## src/rtl/statreg_pkg.sv

```systemverilog
package statreg_pkg;

  typedef enum logic [1:0] {
    OP_AND  = 2'b00,
    OP_OR   = 2'b01,
    OP_XOR  = 2'b10,
    OP_RSVD = 2'b11
  } sr_op_e;

  localparam int unsigned DEF_SR_W   = 16;
  localparam int unsigned DEF_CCR_W  = 8;
  localparam int unsigned DEF_FLAG_W = 5;
  localparam int unsigned DEF_S_POS  = 13;
  localparam logic [15:0] DEF_IMPL   = 16'hA71F;
  localparam logic [15:0] DEF_RST    = 16'h2700;

endpackage

```

## src/rtl/statreg_rst_sync.sv

```systemverilog
module statreg_rst_sync #(
  parameter int unsigned STAGES = 2
) (
  input  logic clk,
  input  logic rst_n,
  output logic rst_core_n
);

  logic [STAGES-1:0] sync_q;
  logic [STAGES-1:0] sync_d;

  always_comb begin
    sync_d = {sync_q[STAGES-2:0], 1'b1};
  end

  always_ff @(posedge clk or negedge rst_n) begin
    if (!rst_n) begin
      sync_q <= '0;
    end else begin
      sync_q <= sync_d;
    end
  end

  assign rst_core_n = sync_q[STAGES-1];

endmodule

```

## src/rtl/statreg_logic_op.sv

```systemverilog
module statreg_logic_op
  import statreg_pkg::*;
#(
  parameter int unsigned W = 16
) (
  input  sr_op_e       op,
  input  logic [W-1:0] a,
  input  logic [W-1:0] b,
  output logic [W-1:0] y,
  output logic         op_valid
);

  for (genvar i = 0; i < W; i++) begin : g_lane
    always_comb begin
      unique case (op)
        OP_AND:  y[i] = a[i] & b[i];
        OP_OR:   y[i] = a[i] | b[i];
        OP_XOR:  y[i] = a[i] ^ b[i];
        default: y[i] = a[i];
      endcase
    end
  end

  assign op_valid = (op != OP_RSVD);

endmodule

```

## src/rtl/statreg_priv_gate.sv

```systemverilog
module statreg_priv_gate (
  input  logic mod_en,
  input  logic mod_word,
  input  logic op_valid,
  input  logic super_bit,
  output logic word_wr,
  output logic byte_wr,
  output logic fault_nxt
);

  always_comb begin
    word_wr   = 1'b0;
    byte_wr   = 1'b0;
    fault_nxt = 1'b0;
    if (mod_en) begin
      if (mod_word) begin
        if (super_bit) begin
          word_wr = op_valid;
        end else begin
          fault_nxt = 1'b1;
        end
      end else begin
        byte_wr = op_valid;
      end
    end
  end

endmodule

```

## src/rtl/statreg_modifier.sv

```systemverilog
module statreg_modifier
  import statreg_pkg::*;
#(
  parameter int unsigned SR_W   = DEF_SR_W,
  parameter int unsigned CCR_W  = DEF_CCR_W,
  parameter int unsigned FLAG_W = DEF_FLAG_W,
  parameter int unsigned S_POS  = DEF_S_POS,
  parameter logic [SR_W-1:0] IMPL_MASK = DEF_IMPL,
  parameter logic [SR_W-1:0] RST_VAL   = DEF_RST
) (
  input  logic              clk,
  input  logic              rst_n,
  input  logic              mod_en,
  input  logic [1:0]        mod_op,
  input  logic              mod_word,
  input  logic [SR_W-1:0]   mod_imm,
  input  logic              flg_en,
  input  logic [FLAG_W-1:0] flg_in,
  output logic [SR_W-1:0]   sr_q,
  output logic              priv_fault
);

  localparam int unsigned HI_W = SR_W - CCR_W;
  localparam int unsigned FX_W = SR_W - FLAG_W;
  localparam logic [SR_W-1:0] RST_MASKED = RST_VAL & IMPL_MASK;

  logic              rst_core_n;
  sr_op_e            op_sel;
  logic [SR_W-1:0]   word_res;
  logic [CCR_W-1:0]  byte_res;
  logic              word_valid;
  logic              byte_valid;
  logic              word_wr;
  logic              byte_wr;
  logic              fault_nxt;
  logic [SR_W-1:0]   sr_r;
  logic [SR_W-1:0]   sr_nxt;
  logic              sr_ce;
  logic              fault_r;

  statreg_rst_sync #(.STAGES(2)) u_rst_sync (
    .clk        (clk),
    .rst_n      (rst_n),
    .rst_core_n (rst_core_n)
  );

  assign op_sel = sr_op_e'(mod_op);

  statreg_logic_op #(.W(SR_W)) u_word_op (
    .op       (op_sel),
    .a        (sr_r),
    .b        (mod_imm),
    .y        (word_res),
    .op_valid (word_valid)
  );

  statreg_logic_op #(.W(CCR_W)) u_byte_op (
    .op       (op_sel),
    .a        (sr_r[CCR_W-1:0]),
    .b        (mod_imm[CCR_W-1:0]),
    .y        (byte_res),
    .op_valid (byte_valid)
  );

  statreg_priv_gate u_priv (
    .mod_en    (mod_en),
    .mod_word  (mod_word),
    .op_valid  (word_valid & byte_valid),
    .super_bit (sr_r[S_POS]),
    .word_wr   (word_wr),
    .byte_wr   (byte_wr),
    .fault_nxt (fault_nxt)
  );

  // Next-state: modify strobe first, flag load only when no modify strobe.
  always_comb begin
    logic [SR_W-1:0] raw;
    raw   = sr_r;
    sr_ce = 1'b0;
    if (word_wr) begin
      raw   = word_res;
      sr_ce = 1'b1;
    end else if (byte_wr) begin
      raw   = {sr_r[SR_W-1 -: HI_W], byte_res};
      sr_ce = 1'b1;
    end else if (!mod_en && flg_en) begin
      raw   = {sr_r[SR_W-1 -: FX_W], flg_in};
      sr_ce = 1'b1;
    end
    sr_nxt = raw & IMPL_MASK;
  end

  always_ff @(posedge clk or negedge rst_core_n) begin
    if (!rst_core_n) begin
      sr_r <= RST_MASKED;
    end else if (sr_ce) begin
      sr_r <= sr_nxt;
    end
  end

  always_ff @(posedge clk or negedge rst_core_n) begin
    if (!rst_core_n) begin
      fault_r <= 1'b0;
    end else begin
      fault_r <= fault_nxt;
    end
  end

  assign sr_q       = sr_r;
  assign priv_fault = fault_r;

endmodule

```

## config.mk

```make
export PLATFORM = sky130hd
export DESIGN_NAME = statreg_modifier
export DESIGN_NICKNAME = d
export VERILOG_FILES = /design/src/rtl/statreg_pkg.sv /design/src/rtl/statreg_rst_sync.sv /design/src/rtl/statreg_logic_op.sv /design/src/rtl/statreg_priv_gate.sv /design/src/rtl/statreg_modifier.sv
export SDC_FILE = /design/constraint.sdc
export NUM_CORES = 1
export LEC_CHECK = 0
export ABC_AREA = 1
export BUFFER_PORTS_ARGS = -buffer_cell sky130_fd_sc_hd__buf_2
export CORE_MARGIN = 5
export CORE_UTILIZATION = 45
export CTS_CLUSTER_DIAMETER = 100
export DETAILED_ROUTE_END_ITERATION = 10
export GPL_ROUTABILITY_DRIVEN = 0
export PLACE_DENSITY = 0.88
export SETUP_SLACK_MARGIN = 0.3
export SYNTH_ARGS = -nofsm -noshare
export SYNTH_HDL_FRONTEND = slang
export SYNTH_SLANG_ARGS = --single-unit
```

## constraint.sdc

```tcl
create_clock -name clk -period 0.8 [get_ports clk]
set_input_delay 0.04 -clock clk [delete_from_list [all_inputs] [get_ports clk]]
set_output_delay 0.04 -clock clk [all_outputs]
set_load 0.03 [all_outputs]
```

==> results list, run 1 <==
- Clock root cell: clkbuf_4
- In the final routed layout, each cell accounts on average for 13.3 um.
* Setup Skew: 0.00163 ns
* Top-Level Pins: 45
* Cell types with the largest area share after synthesis: ha_1 25%, dfrtp_1 18%, nand2_1 15%, inv_1 11%, nand3_1 10%
* Count of routing violations after the opening detailed-route iteration: 44
- Setup repair after global routing could not meet its margin everywhere.
- The number of global-route vias before repair is around 1300.
- Violated checks: negative hold slack, negative setup slack
- Storage element area: 340 sq um
* Chip height: 62.8 um
- The netlist uses 17 different library cells.
- GR Overflow Total: 0
- Clock tree buffer depth: 2
* Area added between synthesis and finish: 46.8%
- The net count of the finished layout is 285.
- The detail route stage leaves a number of antenna-violating nets equal to 0.
* Maximum number of pins on one net before global-route repair: 11
- Post-synthesis register bit count: 13
* Timing-limited maximum frequency: 0.809 GHz
* Vias after detailed routing: roughly 1300
* Maxcap violations: 0
* Worst Setup Path Type: reg -> reg
* Period utilization: 1.55
* Cells after Synth: 175
- Of the cells placed in the final design, the portion with a size suffix greater than 1 is 0.446.
- Clock tree from TritonCTS: done
* Chip width: 62.8 um
* Cell type with the highest aggregate area in the netlist: ha_1
* Finished Core Util: 0.679
- TritonCTS created 3 clock buffers.
- Netlist Area Pre-Place: 1250 sq um
- After synthesis, the mean cell area works out to 7.16 sq um.
- In the final layout, the multi-input gates occupy 831 sq um.
- Number of remaining DRC errors: 0
- Overall track demand over capacity in global routing: 0.183
* P_leak: between 1 and 1.5 nW
* Detailed-route vias per instance: 5.02
* Global-route wire length before repair: 5.88 mm
* Htree depth: 1
* Hold Path Class: in -> reg
- Buffers inserted to repair hold after CTS numbered 1.
* Number of antenna violations at the first check in global routing: 0
- Power density over cell area: 1080 nW/um^2
* Fillcell total: 215
* Setup-violating endpoint count in the final report: 22
* Kind of launch point of the worst setup path: flip-flop
* Worst setup slack after placement: -0.402 ns
- Source-to-sink clock delay at the later pin of the worst-skew pair: 0.27 ns
- Core area: 2710 sq um
* Synth warnings: 0
* Hpwl dp: 2.21 mm
- Non-Filler Instances: 262
- IR drop worst, VDD: between 800 and 900 uV
- For the worst setup path, the data required time is 0.97 ns.
- The total count of hold-check failures in the final report was 2.
* Inst Count DP: 250
- Critical path peak fanout: 5
* Minimum hold slack: -0.0319 ns
* Number of iterations in the first detailed-routing pass: 4
* Overall die area: 3940 sq um
* Clk sink count: 13
- The worst setup path is captured at a flip-flop.
- 0 antenna diodes ended up in the layout.
- Clock-pin slew was measured on the worst setup and hold paths at 0.07 ns.
- Part of the Yosys area used for sequential elements: 0.263
- Leaving out fill and tap cells, the most frequent cell in the layout is nand2_1.
- Commonest cells after routing, fill and taps aside: 44 x nand2_1, 28 x inv_1, 22 x nand3_1
- Data arrival at the endpoint of the critical path: 1.40 ns
- The share of synthesized area in the top cell type comes to 0.250.
* Minimum period implied by the final worst setup slack: about 1.2 ns
- Starting Density: 0.463
- Buffers placed on the I/O ports in this run total 32.
- The floorplan has 19 rows.
* Total count of max-transition violations in the final report: 0
* Status: complete, but fails checks
* Total wire length: roughly 3.5 mm
- After layout, the worst setup slack is -0.436 ns.
-- kinds of logic (layout without fill, tap and decap cells) --
kind of cell / Yosys count / in the layout / synth area share
simple gates: 87 / 87 / 0.308
buf+inv: 48 / 99 / 0.173
fa+ha+maj: 25 / 25 / 0.250
flops: 13 / 13 / 0.263
other cells: 2 / 7 / 0.00599
-- synth_stat cells --
master,instances
nor2_1,3
buf_2,2
nand3_1,26
or2_1,1
nor2_4,1
nand2_1,49
dfstp_2,4
ha_1,25
nor2_2,1
nand2_2,1
buf_6,1
buf_4,7
conb_1,2
inv_1,38
or2_2,4
dfrtp_1,9
nand4_1,1
-- where the power goes --
part | internal (mW) | total [mW] | leakage (nW) | switching, mW
clock | 0.193 | 0.398 | 0.0150 | 0.205
sequential | 0.715 | 0.780 | 0.143 | 0.0659
combinational | 0.367 | 0.813 | 0.876 | 0.446
total | 1.27 | 1.99 | 1.03 | 0.716
-- critical path, cell delays in order (launching register included) --
cell	delay (ns)
dfstp_2	0.57
buf_6	0.12
nand4_1	0.24
nand2_1	0.14
nand2_1	0.06
-- through the flow --
stage                     hold WS [ns]  area, sq um  TNS (ns)  power [mW]
after global placement          -0.174         1550     -3.88        1.41
final                          -0.0319         1840     -6.16        1.99
after CTS                      -0.0368         1810     -5.77        1.97
after floorplan                 -0.256         1280     -3.60        1.21
after global routing           -0.0178         1840     -7.41        2.13
after detailed placement        -0.172         1550     -4.24        1.43
-- area by class of cell --
type / count / share of cell area
clock buffers: 4 / 0.0143
flip-flops and latches: 13 / 0.185
inverters: 38 / 0.0775
well taps: 31 / 0.0211
multi-input cells: 119 / 0.451
repair buffers: 57 / 0.251
-- state kept, by name (all words and copies together) (netlist names) --
register           count
priv_fault             1
sr_q                  10
u_rst_sync.sync_q      2
-- layer usage --
metal	wire [um]	global-route usage	part of all wire
met3	210	0.0306	0.060
met2	1820	0.326	0.52
met4	127	0.0822	0.036
met1	1320	0.210	0.38
met5	0	0	0
-- worst paths after layout --
path                                                start                              to  slack, ns  cells past startpoint
setup / recovery                     sr_q[13]$_DFFE_PN1P_            sr_q[15]$_DFFE_PN0P_      -0.44                      4
hold reg to reg            u_rst_sync.sync_q[1]$_DFF_PN0_             sr_q[1]$_DFFE_PN0P_       0.07                      0
setup reg to reg                     sr_q[13]$_DFFE_PN1P_            sr_q[15]$_DFFE_PN0P_      -0.44                      4
min in group asynchronous                           rst_n  u_rst_sync.sync_q[1]$_DFF_PN0_       0.06                      2
hold / removal                                  flg_in[3]             sr_q[3]$_DFFE_PN0P_      -0.03                      3
max in group asynchronous  u_rst_sync.sync_q[1]$_DFF_PN0_            sr_q[13]$_DFFE_PN1P_       0.34                      1
-- what timing repair did --
item,in CTS,in global routing
hold endpoints to repair,6,2
buffers inserted,3,4
endpoints found under the setup margin,24,24
pin swaps,14,1
resized for setup,49,2
(Power assumes the default switching activity.)
==> run 2: changes to the inputs <==
--- a/config.mk
+++ b/config.mk
@@ -10,3 +10,4 @@
 export CORE_MARGIN = 5
-export CORE_UTILIZATION = 45
+export CORE_UTILIZATION = 46
+export CTS_BUF_LIST = sky130_fd_sc_hd__clkbuf_2
 export CTS_CLUSTER_DIAMETER = 100
@@ -14,3 +15,3 @@
 export GPL_ROUTABILITY_DRIVEN = 0
-export PLACE_DENSITY = 0.88
+export PLACE_DENSITY = 0.9
 export SETUP_SLACK_MARGIN = 0.3
--- a/constraint.sdc
+++ b/constraint.sdc
@@ -3,2 +3,2 @@
 set_output_delay 0.04 -clock clk [all_outputs]
-set_load 0.03 [all_outputs]
+set_load 0.1 [all_outputs]
==> results list, run 2 (same netlist as run 1, synthesis figures left out) <==
- STA puts the critical path data required time at 0.76 ns.
- The worst register-to-register path begins at sr_q[13]$_DFFE_PN1P_.
- GRT busiest layer: met2
- For the final database, setup skew stands at 0.00417 ns.
* Maxcap violations: 0
- Wire length per cell after detailed routing: about 12 um
- Setup-violating endpoint count in the final report: 22
- Area added between synthesis and finish: 58.8%
- In the post-route analysis, the smallest setup slack over all paths is -0.462 ns.
- The critical path contains buffers and inverters numbering 2 combined.
- Chip height: 62.2 um
- Entering global routing, the biggest net connects 12 pins.
- Relative contribution of sequential cells to total power: 0.324
- Starting Density: 0.467
- The count of buffers added on input and output ports is 32.
- Proportion of power drawn by the clock network: 0.145
* Top-Level Pins: 45
- Worst Setup Path Type: reg -> out
- The worst setup path is captured at an output port.
- Summed over all layers, the routed wires come to 3.12 mm.
* Sink of the worst hold path: sr_q[3]$_DFFE_PN0P_
- Across the VDD grid, the largest voltage drop is 1080 uV.
* GR Overflow Total: 0
- Summing internal, switching and leakage power gives 2.44 mW.
- P_leak: around 1.1 nW
* Overall die area: 3870 sq um
- Chip width: 62.2 um
* Launch instance of the worst min-delay path: flg_in[3]
- Kind of launch point of the worst setup path: flip-flop
- Detailed-route vias per instance: 4.82
- The flow ran to the end, but the final reports show violations.
* Source-to-sink clock delay at the later pin of the worst-skew pair: around 0.28 ns
- Vias after detailed routing: 1267
* Delay of the slowest critical-path stage: ~0.67 ns
* Number of global-route vias before repair: 1240
* Number of standard-cell rows in the floorplan: 19
* Power density over cell area: 1230 nW/um^2
- Unrepaired setup endpoints after global routing: true
- Clk sink count: 13
- Power share of the combinational group: 0.531
- Data arrival at the endpoint of the critical path: 1.22 ns
* Htree depth: 1
- Number of iterations in the first detailed-routing pass: 4
* CP max stage cell: dfstp_4
- The total count of hold-check failures in the final report is 4.
- Clock root cell: clkbuf_2
- Leaving out fill and tap cells, the most frequent cells in the layout are 48 x nand2_1, 29 x inv_1, 23 x nand3_1.
- Minimum period implied by the final worst setup slack: 1.26 ns
* Worst setup slack after placement: -0.422 ns
- After detailed routing, the number of remaining DRC violations is 0.
* Count of routing violations after the opening detailed-route iteration: 31
- Final hold analysis gives a worst-case slack of -0.0327 ns.
* Global-route wire length before repair: 4.95 mm
* Period utilization: 1.58
- Clock tree from TritonCTS: done
- Flip-flop count of the largest register, all copies and words added: 10
- Cells along the critical path: buf_6 -> buf_12
* Total CTS buffers: 3
- Net Sw Power: 1.07 mW
* Number of antenna violations at the first check in global routing: 0
- For the worst flop-to-flop path, the logic depth is 6.
* Met2 usage in global routing: 0.268
- WHS Path Cells: 3
- Along the worst path, the maximum fanout reaches 4.
- After clock tree synthesis, the flow added hold-fix buffers numbering 1.
- Of the cells placed in the final design, the portion with a size suffix greater than 1 is 0.440.
- The library cell used most frequently in the layout, excluding fill and tap cells, is nand2_1.
* Clock tree buffer depth: 2
- The number of slew-limit violations in the final report is 0.
- Register-to-register setup slack: -0.45 ns
* Hold Path Class: in -> reg
- Total Nets Final: 286
* Switching portion of total power: 0.439
- Overall track demand over capacity in global routing: 0.150
- After legalization and detailed placement, the total HPWL measured between 2 and 2.5 mm.
- After floorplanning, the core was sized to cover about 2700 sq um.
- For met1 alone, demand over resource in global routing was 0.172.
- Fillcell total: 184
- Clk slew on worst S/H paths: 0.12 ns
- Derived from the worst setup path, the maximum achievable clock frequency is just under 0.8 GHz.
- The final reports fail on negative hold slack, negative setup slack.
* Antenna fix cells: 0
* Remaining number of nets flagged by the antenna check after routing: 0
* Capturing point of the worst reg2reg path: sr_q[13]$_DFFE_PN1P_
- Among cell families on the critical path, the largest total delay comes from flip-flops.
- Met3 capacity usage during global routing: 0.0324
- Cell internal power was estimated by the tool at around 1.4 mW.
[run 2: tightest hold or removal path, stage by stage]
cell     delay [ns]
buf_2          0.07
nand2_1        0.04
nand3_1        0.07
[run 2: how the worst max path moves through the flow]
stage	start	to	slack (ns)	depth (start not counted)
CTS	sr_q[8]$_DFFE_PN1P_	sr_q[8]$_DFFE_PN1P_	-0.45	6
global route	sr_q[0]$_DFFE_PN0P_	sr_q[0]$_DFFE_PN0P_	-0.48	6
finish	sr_q[8]$_DFFE_PN1P_	sr_q[8]	-0.46	2
global placement	sr_q[8]$_DFFE_PN1P_	sr_q[8]$_DFFE_PN1P_	-0.39	6
detailed placement	sr_q[8]$_DFFE_PN1P_	sr_q[8]$_DFFE_PN1P_	-0.42	6
floorplan	sr_q[8]$_DFFE_PN1P_	sr_q[8]$_DFFE_PN1P_	-0.60	6
[run 2: area by class of cell]
| class | count | area [sq um] | share of cell area |
|---|---|---|---|
| multi-input cells | 119 | 858 | 0.431 |
| repair buffers | 58 | 561 | 0.282 |
| inverters | 38 | 145 | 0.0729 |
| flip-flops and latches | 13 | 368 | 0.185 |
| clock buffers | 4 | 20.0 | 0.0101 |
| well taps | 31 | 38.8 | 0.0195 |
[run 2: repair_timing]
action | in CTS | in global routing
buffers inserted | 2 | 2
gates cloned | 0 | 0
endpoints found under the setup margin | 22 | 23
gates resized for setup | 11 | 4
pin swaps | 4 | 2
hold endpoints to repair | 6 | 1
[run 2: per-layer routing]
metal  vias up  wire length (um)
li1        624                 -
met1       581              1250
met2        50              1610
met3        12               183
met4         0                82
met5         -                 0
[run 2: power by group through the flow]
stage	Sequential, mW	Combinational, mW	Clock (mW)
after global placement	0.798	1.18	0
final	0.790	1.29	0.355
after detailed placement	0.799	1.23	0
after global routing	0.800	1.38	0.378
after floorplan	1.12	0.475	0
after CTS	0.791	1.28	0.359
[run 2: per-stage QoR]
stage | hold slack, ns | instances | TNS, ns | area [sq um] | utilization
final | -0.0327 | 263 | -8.27 | 1990 | 0.741
after global routing | -0.0104 | 263 | -8.99 | 1990 | 0.741
after CTS | -0.0224 | 261 | -8.16 | 1960 | 0.730
after detailed placement | -0.172 | 254 | -4.46 | 1870 | 0.697
after global placement | -0.176 | 254 | -4.05 | 1870 | 0.697
after floorplan | -0.256 | 180 | -5.03 | 1430 | -
==> run 3: changes to the inputs <==
Settings changed: CELL_PAD_IN_SITES_DETAIL_PLACEMENT set to 1, CELL_PAD_IN_SITES_GLOBAL_PLACEMENT set to 2, CORE_MARGIN 5 to not set, CORE_UTILIZATION 46 to 24, PLACE_DENSITY 0.9 to 0.88.
==> results list, run 3 (same netlist as run 1, synthesis figures left out) <==
* Hpwl dp: between 2 and 3 mm
* Number of standard-cell rows in the floorplan: 25
* Worst setup slack after placement: -0.440 ns
- The die is ~74 um tall.
* Worst Setup Path Type: reg -> reg
* Htree depth: 1
- Port buffering added 32 buffers.
* Footprint of the multi-input gates: 986 sq um
- Total Negative Setup Slacks: -7.97 ns
* Maxcap violations: 0
- Count of routing violations after the opening detailed-route iteration: 23
- CP max stage cell: dfstp_4
- The clock reaches the later pin of the worst-skew pair after 0.27 ns.
- Counting cells, the worst reg-to-reg path comes to 6.
- Before antenna repair, the detailed router went through 4 iterations.
* Cells along the critical path: inv_4 -> ha_4 -> nand2_1 -> nand3_2 -> nand3_2 -> nand2_1
* Minimum hold slack: -0.00905 ns
- The layout has 601 filler cells.
- P_leak: ~1.1 nW
- Power density over cell area: roughly 1200 nW/um^2
- TritonCTS built the clock tree.
- The total count of hold-check failures in the final report is 1.
- The first global-routing pass estimated 5.91 mm of wire.
* Chip width: 74.3 um
- Clock root cell: clkbuf_2
- Entering global routing, the biggest net connects 12 pins.
* Worst R2R Start: sr_q[8]$_DFFE_PN1P_
- Delay of the slowest critical-path stage: 0.68 ns
* Overall die area: 5520 sq um
* Starting Density: 0.257
- Kind of launch point of the worst setup path: flip-flop
- For flop-to-flop paths, the worst setup slack is -0.47 ns.
- Compared with the post-synthesis result, the final layout area differs by 74.4%.
- The smallest clock period supported by the final layout is computed as between 1 and 1.5 ns.
- Top-Level Pins: 45
- Setup repair after global routing could not meet its margin everywhere.
- Once layout is complete, the utilization of the core stands at 0.448.
- In this run the deepest clock path goes through 2 buffers.
- The number of clock buffers added by TritonCTS is 3.
* Antenna fix cells: 0
- In the final layout, flip-flops and latches occupy 368 sq um.
- Overall track demand over capacity in global routing: 0.139
- Hold Path Class: in -> reg
* Termination of the worst setup path: sr_q[8]$_DFFE_PN1P_
- Period utilization: 1.59
- Setup-violating endpoint count in the final report: 22
* CP required: approximately 1 ns
- Leaving out fill and tap cells, the most frequent cell in the layout is nand2_1.
* Number of global-route vias before repair: 1365
- Along the worst path, the maximum fanout reaches 4.
* Timing-limited maximum frequency: 0.785 GHz
- Vias after detailed routing: 1247
- The count of nets left with antenna violations once routing finished came out at 0.
- The design draws 2.56 mW.
- GR Overflow Total: 0
- The flow ran to the end, but the final reports show violations.
* Clk sink count: 13
- At the worst endpoint, the arrival time is 1.50 ns.
* Number of antenna violations at the first check in global routing: 0
* IR drop worst, VDD: 578 uV
- Violated checks: negative hold slack, negative setup slack
- Start point of the critical path: sr_q[8]$_DFFE_PN1P_
* Flip-flop count of the largest register, all copies and words added: 10
- In the layout the commonest cells are 38 x nand2_1, 28 x inv_1, 21 x buf_2.
* Setup Skew: 0.00263 ns
- Category of the worst setup path capture point: flip-flop
- The final layout contains routed wiring with a total length of roughly 3.5 mm.
* Detailed-route vias per instance: 4.16
* Clk slew on worst S/H paths: 0.14 ns
- The endpoint identified for the worst register-to-register timing path is sr_q[8]$_DFFE_PN1P_.
- Total Nets Final: 287
- CTS Hold Buffers Added: 1
- Dividing the detail-routed wire length by the instance count gives 11.7 um.
- Core area: 4880 sq um
- Total count of max-transition violations in the final report: 0
* Ratio of cells with drive above 1 in the final layout: 0.554
* Number of remaining DRC errors: 0
- After layout, the worst setup slack is -0.474 ns.
run 3: cell types whose count changed in the layout (fill, tap and decap cells not counted), sizes merged:
cell / change
buf: +1
run 3: report_power, final:
part           switching, mW  leakage (nW)  internal, mW
sequential            0.0686         0.147         0.733
combinational          0.844         0.952         0.547
clock                  0.232        0.0166         0.133
total                   1.14          1.12          1.41
run 3: worst min-delay path by stage:
stage / to / cells after the start / slack [ns] / startpoint
3_3_place_gp: u_rst_sync.sync_q[0]$_DFF_PN0_ / 1 / -0.17 / rst_n
6_report: sr_q[3]$_DFFE_PN0P_ / 3 / -0.009 / flg_in[3]
2_1_floorplan: u_rst_sync.sync_q[0]$_DFF_PN0_ / 0 / -0.26 / rst_n
4_1_cts: sr_q[3]$_DFFE_PN0P_ / 3 / -0.02 / flg_in[3]
3_5_place_dp: u_rst_sync.sync_q[0]$_DFF_PN0_ / 1 / -0.17 / rst_n
5_1_grt: sr_q[1]$_DFFE_PN0P_ / 3 / -0.02 / flg_in[1]
run 3: critical path, delay by kind of cell, from the launching register on:
kind | cells | cell delay (ns)
buf+inv | 1 | 0.04
fa+ha+maj | 1 | 0.24
flops | 1 | 0.68
simple gates | 4 | 0.27
run 3: metal layers:
layer	routed length, um	GRT usage
met1	1480	0.166
met2	1890	0.262
met3	129	0.0217
met4	22	0.0273
met5	0	0
run 3: what timing repair did:
action | CTS | global route
setup endpoints to repair | 22 | 22
buffers inserted | 1 | 3
pin swaps | 23 | 13
endpoints found under the hold margin | 6 | 3
resized for setup | 29 | 21
run 3: layout make-up:
cell class	count	area share
clock buffer	4	0.00916
timing repair buffer	59	0.263
inverter	38	0.0698
sequential	13	0.168
multi-input combinational	119	0.451
tap	67	0.0384
run 3: per-stage QoR:
step	cells	area, sq um
floorplan	180	1430
global placement	291	1930
detailed placement	291	1930
CTS	297	2070
global route	300	2190
finish	300	2190
